## src/rtl/cbs_pkg.sv

```systemverilog
package cbs_pkg;

    localparam int DEF_BYTE_W = 8;

    typedef struct packed {
        logic wide;
        logic send;
    } xfer_mode_t;

    localparam xfer_mode_t MODE_RESET = '{wide: 1'b0, send: 1'b0};

    typedef enum logic [1:0] {
        HOLD_EMPTY   = 2'd0,
        HOLD_PARTIAL = 2'd1,
        HOLD_CHAINED = 2'd2
    } hold_state_t;

    function automatic logic keeps_chain(input xfer_mode_t m);
        return m.wide && m.send;
    endfunction

endpackage

```

## src/rtl/cbs_hold.sv

```systemverilog
module cbs_hold
    import cbs_pkg::*;
#(
    parameter int BYTE_W = DEF_BYTE_W
) (
    input  logic              clk,
    input  logic              rst,
    input  logic              start_i,
    input  xfer_mode_t        start_mode_i,
    input  logic              acc_i,
    input  logic [BYTE_W-1:0] byte_i,
    input  logic              last_i,
    input  logic              clr_i,
    output logic              send_o,
    output logic              chain_o,
    output logic              emit_o,
    output logic              emit_pair_o,
    output logic [BYTE_W-1:0] emit_lo_o,
    output logic [BYTE_W-1:0] emit_hi_o
);

    xfer_mode_t        mode_q;
    hold_state_t       state_q, state_d;
    logic [BYTE_W-1:0] lo_q;
    logic              wide_acc;
    logic              set_ev;

    assign wide_acc    = acc_i && mode_q.wide;
    assign set_ev      = wide_acc && (state_q == HOLD_EMPTY) && last_i;
    assign send_o      = mode_q.send;
    assign chain_o     = (state_q == HOLD_CHAINED);
    assign emit_o      = acc_i && (!mode_q.wide || state_q != HOLD_EMPTY);
    assign emit_pair_o = mode_q.wide;
    assign emit_lo_o   = mode_q.wide ? lo_q : byte_i;
    assign emit_hi_o   = mode_q.wide ? byte_i : '0;

    always_comb begin
        state_d = state_q;
        if (start_i) begin
            if (!keeps_chain(start_mode_i) || state_q != HOLD_CHAINED)
                state_d = HOLD_EMPTY;
        end else if (wide_acc) begin
            if (state_q == HOLD_EMPTY)
                state_d = last_i ? HOLD_CHAINED : HOLD_PARTIAL;
            else
                state_d = HOLD_EMPTY;
        end
        // a clear write loses to an unpaired final byte in the same cycle
        if (clr_i && !set_ev && state_d == HOLD_CHAINED)
            state_d = HOLD_EMPTY;
    end

    always_ff @(posedge clk) begin
        if (rst) begin
            mode_q  <= MODE_RESET;
            state_q <= HOLD_EMPTY;
            lo_q    <= '0;
        end else begin
            if (start_i)
                mode_q <= start_mode_i;
            state_q <= state_d;
            if (wide_acc && state_q == HOLD_EMPTY)
                lo_q <= byte_i;
        end
    end

    a_r1_odd_last_sets: assert property (@(posedge clk) disable iff (rst)
        set_ev |=> chain_o);

    a_r4_clear_drops: assert property (@(posedge clk) disable iff (rst)
        (clr_i && !set_ev) |=> !chain_o);

    a_r5_r6_start_ends_chain: assert property (@(posedge clk) disable iff (rst)
        (start_i && !keeps_chain(start_mode_i)) |=> !chain_o);

    a_r8_set_wins: assert property (@(posedge clk) disable iff (rst)
        (set_ev && clr_i) |=> chain_o);

    a_r5_no_accept_rx: assert property (@(posedge clk) disable iff (rst)
        !mode_q.send |-> !acc_i);

endmodule

```

## src/rtl/cbs_out.sv

```systemverilog
module cbs_out #(
    parameter int BYTE_W = cbs_pkg::DEF_BYTE_W,
    localparam int WORD_W = 2 * BYTE_W
) (
    input  logic              clk,
    input  logic              rst,
    input  logic              load_i,
    input  logic [BYTE_W-1:0] lo_i,
    input  logic [BYTE_W-1:0] hi_i,
    input  logic              pair_i,
    input  logic              ready_i,
    output logic              vld_o,
    output logic [WORD_W-1:0] data_o,
    output logic              pair_o,
    output logic              space_o
);

    assign space_o = !vld_o || ready_i;

    always_ff @(posedge clk) begin
        if (rst) begin
            vld_o  <= 1'b0;
            data_o <= '0;
            pair_o <= 1'b0;
        end else begin
            if (load_i) begin
                vld_o  <= 1'b1;
                data_o <= {hi_i, lo_i};
                pair_o <= pair_i;
            end else if (ready_i) begin
                vld_o  <= 1'b0;
            end
        end
    end

    a_r10_hold_stable: assert property (@(posedge clk) disable iff (rst)
        (vld_o && !ready_i) |=> (vld_o && $stable(data_o) && $stable(pair_o)));

    a_r10_no_overwrite: assert property (@(posedge clk) disable iff (rst)
        load_i |-> space_o);

endmodule

```

## src/rtl/chained_byte_sender.sv

```systemverilog
module chained_byte_sender
    import cbs_pkg::*;
#(
    parameter int BYTE_W = DEF_BYTE_W,
    localparam int WORD_W = 2 * BYTE_W
) (
    input  logic              clk,
    input  logic              rst,
    input  logic              xfer_start_i,
    input  logic              xfer_wide_i,
    input  logic              xfer_send_i,
    input  logic              byte_valid_i,
    input  logic [BYTE_W-1:0] byte_data_i,
    input  logic              byte_last_i,
    output logic              byte_ready_o,
    output logic              word_valid_o,
    output logic [WORD_W-1:0] word_data_o,
    output logic              word_hi_en_o,
    input  logic              word_ready_i,
    input  logic              ctl_wr_i,
    input  logic              ctl_wdata_i,
    output logic              ctl_flag_o
);

    xfer_mode_t        start_mode;
    logic              send_q;
    logic              space;
    logic              acc;
    logic              clr;
    logic              emit;
    logic              emit_pair;
    logic [BYTE_W-1:0] emit_lo;
    logic [BYTE_W-1:0] emit_hi;

    assign start_mode   = '{wide: xfer_wide_i, send: xfer_send_i};
    assign byte_ready_o = send_q && !xfer_start_i && space;
    assign acc          = byte_valid_i && byte_ready_o;
    assign clr          = ctl_wr_i && ctl_wdata_i;

    cbs_hold #(.BYTE_W(BYTE_W)) u_hold (
        .clk          (clk),
        .rst          (rst),
        .start_i      (xfer_start_i),
        .start_mode_i (start_mode),
        .acc_i        (acc),
        .byte_i       (byte_data_i),
        .last_i       (byte_last_i),
        .clr_i        (clr),
        .send_o       (send_q),
        .chain_o      (ctl_flag_o),
        .emit_o       (emit),
        .emit_pair_o  (emit_pair),
        .emit_lo_o    (emit_lo),
        .emit_hi_o    (emit_hi)
    );

    cbs_out #(.BYTE_W(BYTE_W)) u_out (
        .clk     (clk),
        .rst     (rst),
        .load_i  (emit),
        .lo_i    (emit_lo),
        .hi_i    (emit_hi),
        .pair_i  (emit_pair),
        .ready_i (word_ready_i),
        .vld_o   (word_valid_o),
        .data_o  (word_data_o),
        .pair_o  (word_hi_en_o),
        .space_o (space)
    );

    a_r7_zero_write_idle: assert property (@(posedge clk) disable iff (rst)
        (ctl_wr_i && !ctl_wdata_i && !xfer_start_i && !acc) |=> $stable(ctl_flag_o));

    a_r10_input_stalled: assert property (@(posedge clk) disable iff (rst)
        (word_valid_o && !word_ready_i) |-> !byte_ready_o);

endmodule

```

## config.mk

```make
export PLATFORM = sky130hd
export DESIGN_NAME = chained_byte_sender
export DESIGN_NICKNAME = d
export VERILOG_FILES = /design/src/rtl/cbs_pkg.sv /design/src/rtl/cbs_hold.sv /design/src/rtl/cbs_out.sv /design/src/rtl/chained_byte_sender.sv
export SDC_FILE = /design/constraint.sdc
export NUM_CORES = 1
export LEC_CHECK = 0
export CAP_MARGIN = 15
export CORE_UTILIZATION = 52
export CTS_BUF_LIST = sky130_fd_sc_hd__clkbuf_8
export CTS_CLUSTER_SIZE = 12
export DETAILED_ROUTE_END_ITERATION = 6
export GPL_ROUTABILITY_DRIVEN = 0
export PLACE_DENSITY = 0.94
export SYNTH_ARGS = -nofsm -noshare
export SYNTH_HDL_FRONTEND = slang
export SYNTH_HIERARCHICAL = 1
export SYNTH_SLANG_ARGS = --single-unit
export TNS_END_PERCENT = 10
```

## constraint.sdc

```tcl
create_clock -name clk -period 4.3 [get_ports clk]
set_input_delay 0.86 -clock clk [delete_from_list [all_inputs] [get_ports clk]]
set_output_delay 0.86 -clock clk [all_outputs]
set_load 0.01 [all_outputs]
```

==> impl_metrics.tcl <==
set metrics [dict create \
    clock_sinks 30 \
    min_to "u_hold/lo_q[3]$_SDFFE_PP0N_" \
    dpl.hpwl_mm 1.86 \
    crit_path_max_incr_delay_ns 0.57 \
    min_delay_path_depth 2 \
    drv_cap 0 \
    timing.final.crit_share_pct 72.3 \
    post-route-cell-area_mm2 0.00178 \
    finalClockSkew_ns 0.00506 \
    ant_nets 0 \
    io_pins 38 \
    synth.cell_area_mm2 0.00134 \
    seq_area_frac_synth_pct 44.9 \
    synth.area.top_cells "dfxtp_1 45%, mux2i_1 14%, mux2_2 6.7%" \
    area_delta_synth_final_pct 33.3 \
    r2r_end "u_out/data_o[15]$_SDFFE_PP0P_" \
    start_util_pct 54.5 \
    regToRegSetupSlack_ns 2.27 \
    max_freq_mhz 321 \
    drtIter0Drc 11 \
    routed_wl_mm 2.87 \
    final_cells 204 \
    rsz0062_at_grt "false" \
    cts-resized-gates 0 \
    reg2reg_depth 6 \
    cpMostUsedCell "clkdlybuf4s50_1" \
    ir_drop_mv 0.314 \
    arrival_ns 2.25 \
    clock_path_buffers 2 \
    grt_pass1_vias 1051 \
    ys_warn_count 6 \
    numCtsBuffers 5 \
    setup_viol 0 \
    postCtsSetupRepairBufs 0 \
    yosysTopAreaCell "dfxtp_1" \
    mostFrequentLayoutCells "37 x clkdlybuf4s50_1, 30 x dfxtp_1, 20 x nor2_1" \
    grt_max_degree 31 \
    die_h_um 52.7 \
    ys_types 27 \
    h-tree-depth 2 \
    n_antenna_cell 0 \
    tns_ns 0 \
    netlist_instances 138 \
    clock-root-buffer "clkbuf_8" \
    slew_violations 0 \
    routed-via-count 1101 \
    path_clk_slew_ns 0.06 \
    tritoncts "yes" \
    power_mw 0.600 \
    crit_type "input pin to output pin" \
    io_buffers 37 \
    worst-endpoint-required_ns 3.44 \
    dr.pass1.iters 5 \
    drc_errors 0 \
    synth_top_area_share_pct 44.9 \
    grt_antenna_before_repair 0 \
    endpoint_kind "output pin" \
    worst_pin_slew_ns 1.05 \
    wl_per_cell_um 14.1 \
    grt.overflow.total 0 \
    fp.dieW_um 52.7 \
    slowest_stage "clkdlybuf4s50_1" \
    hold_violations 0 \
    coreArea_mm2 0.00245 \
    path_cells "clkdlybuf4s50_1, and3b_2, clkdlybuf4s50_1" \
    leakage_nw 0.627 \
    grt_use_total_pct 23.6 \
    crit_buf_inv 2 \
    timing.critical_path.fanout_max 8 \
    nNetsFinal 191 \
    critical_path.top_delay_family "buffers and inverters" \
    final_common_cell "clkdlybuf4s50_1" \
    slew_headroom_pct 29.9 \
    p_per_area_mw_per_mm2 336 \
    cts_hold_buf 0 \
    cp-start-kind "input pin" \
    hp-start "u_hold/lo_q[3]$_SDFFE_PP0N_" \
    dp_cells 196 \
    die_area_mm2 0.00278 \
    ys_ff_latch 30 \
    syn_area_per_cell_um2 9.69 \
    grt_pass1_wl_mm 4.67 \
    layout-drive-gt1-share_pct 12.1 \
    insertion_delay_ns 0.28 \
    place_area_mm2 0.00167 \
    timing.rr.start "u_out/vld_o$_SDFFE_PP0P_" \
    outcome "completed" \
    viasPerCell 5.40 \
    period_minus_slack_ns 3.11 \
    rows 18 \
    synth_nets 156 \
    hp-class "flop to flop" \
]
## final cells by class
cell class,count,area [µm²]
Clock buffer,8,110
Multi-Input combinational cell,97,653
Tap cell,30,37.5
Inverter,1,3.75
Timing Repair Buffer,38,378
Fill cell,163,672
Sequential cell,30,601
## synth_stat cells
master     number
and4bb_1        1
and2b_1         1
nand4bb_1       1
and4b_1         1
clkbuf_1        2
a2bb2oi_1       1
dfxtp_1        30
or2b_1          1
and3b_2         1
nor2_1         20
a221oi_2        1
a21oi_1         9
buf_12          1
inv_1           1
nor3_1          1
buf_2           3
buf_4           1
nand2_1        17
buf_6           3
nand2_2         1
nand2b_1        1
o2bb2ai_1       1
mux2i_1        19
and2_1          9
a21boi_0        2
mux2_2          8
nand3_1         1
## worst max path at each step
stage                            start                            to  slack, ns  cells past startpoint
after floorplan           word_ready_i  u_out/data_o[3]$_SDFFE_PP0P_       2.21                      7
after global placement    xfer_start_i                  byte_ready_o       1.24                      3
after detailed placement  xfer_start_i  u_out/data_o[8]$_SDFFE_PP0P_       1.15                      6
after CTS                 xfer_start_i                  byte_ready_o       1.18                      3
after global routing      xfer_start_i                  byte_ready_o       1.13                      3
final                     xfer_start_i                  byte_ready_o       1.19                      3
## per-stage QoR
step           utilization [%]  setup WS [ns]  hold WS, ns
2_1_floorplan                -           2.21        0.433
3_3_place_gp              68.1           1.24        0.439
3_5_place_dp              68.1           1.15        0.452
4_1_cts                   72.6           1.18        0.466
5_1_grt                   72.6           1.13        0.487
6_report                  72.6           1.19        0.462
## where the power goes
group          switching [mW]  total [mW]  internal (mW)
Sequential            0.00542       0.287          0.281
Combinational          0.0197      0.0510         0.0312
Clock                   0.100       0.262          0.161
Total                   0.126       0.600          0.474
## logic make-up after synthesis
logic type | synth area share [%]
flops | 44.9
compound gates | 6.92
buf+inv | 6.55
mux | 21.0
simple gates | 20.7
## state kept, by name, indices dropped and copies added, names as in the netlist
register,flops
u_hold/state_q,2
u_hold/send_o,1
u_hold/emit_pair_o,1
u_out/vld_o,1
u_out/pair_o,1
u_hold/lo_q,8
u_out/data_o,16
## routing by layer
metal / vias up / global-route usage [%] / share of wire, %
met4: 0 / 12.3 / 1.9
met3: 7 / 4.93 / 4.1
met2: 31 / 39.5 / 51
met1: 530 / 28.0 / 42
met5: - / 0 / 0
li1: 533 / - / -
## worst reg2reg max path, delay by kind of cell, from the launching register on
kind	cells	cell delay [ns]
multiplexers	1	0.22
buffers and inverters	1	0.33
flip-flops	1	0.31
AO/OA/AOI/OAI	1	0.56
AND/OR/NAND/NOR	3	0.46
Power figures use the tool's default switching activity.
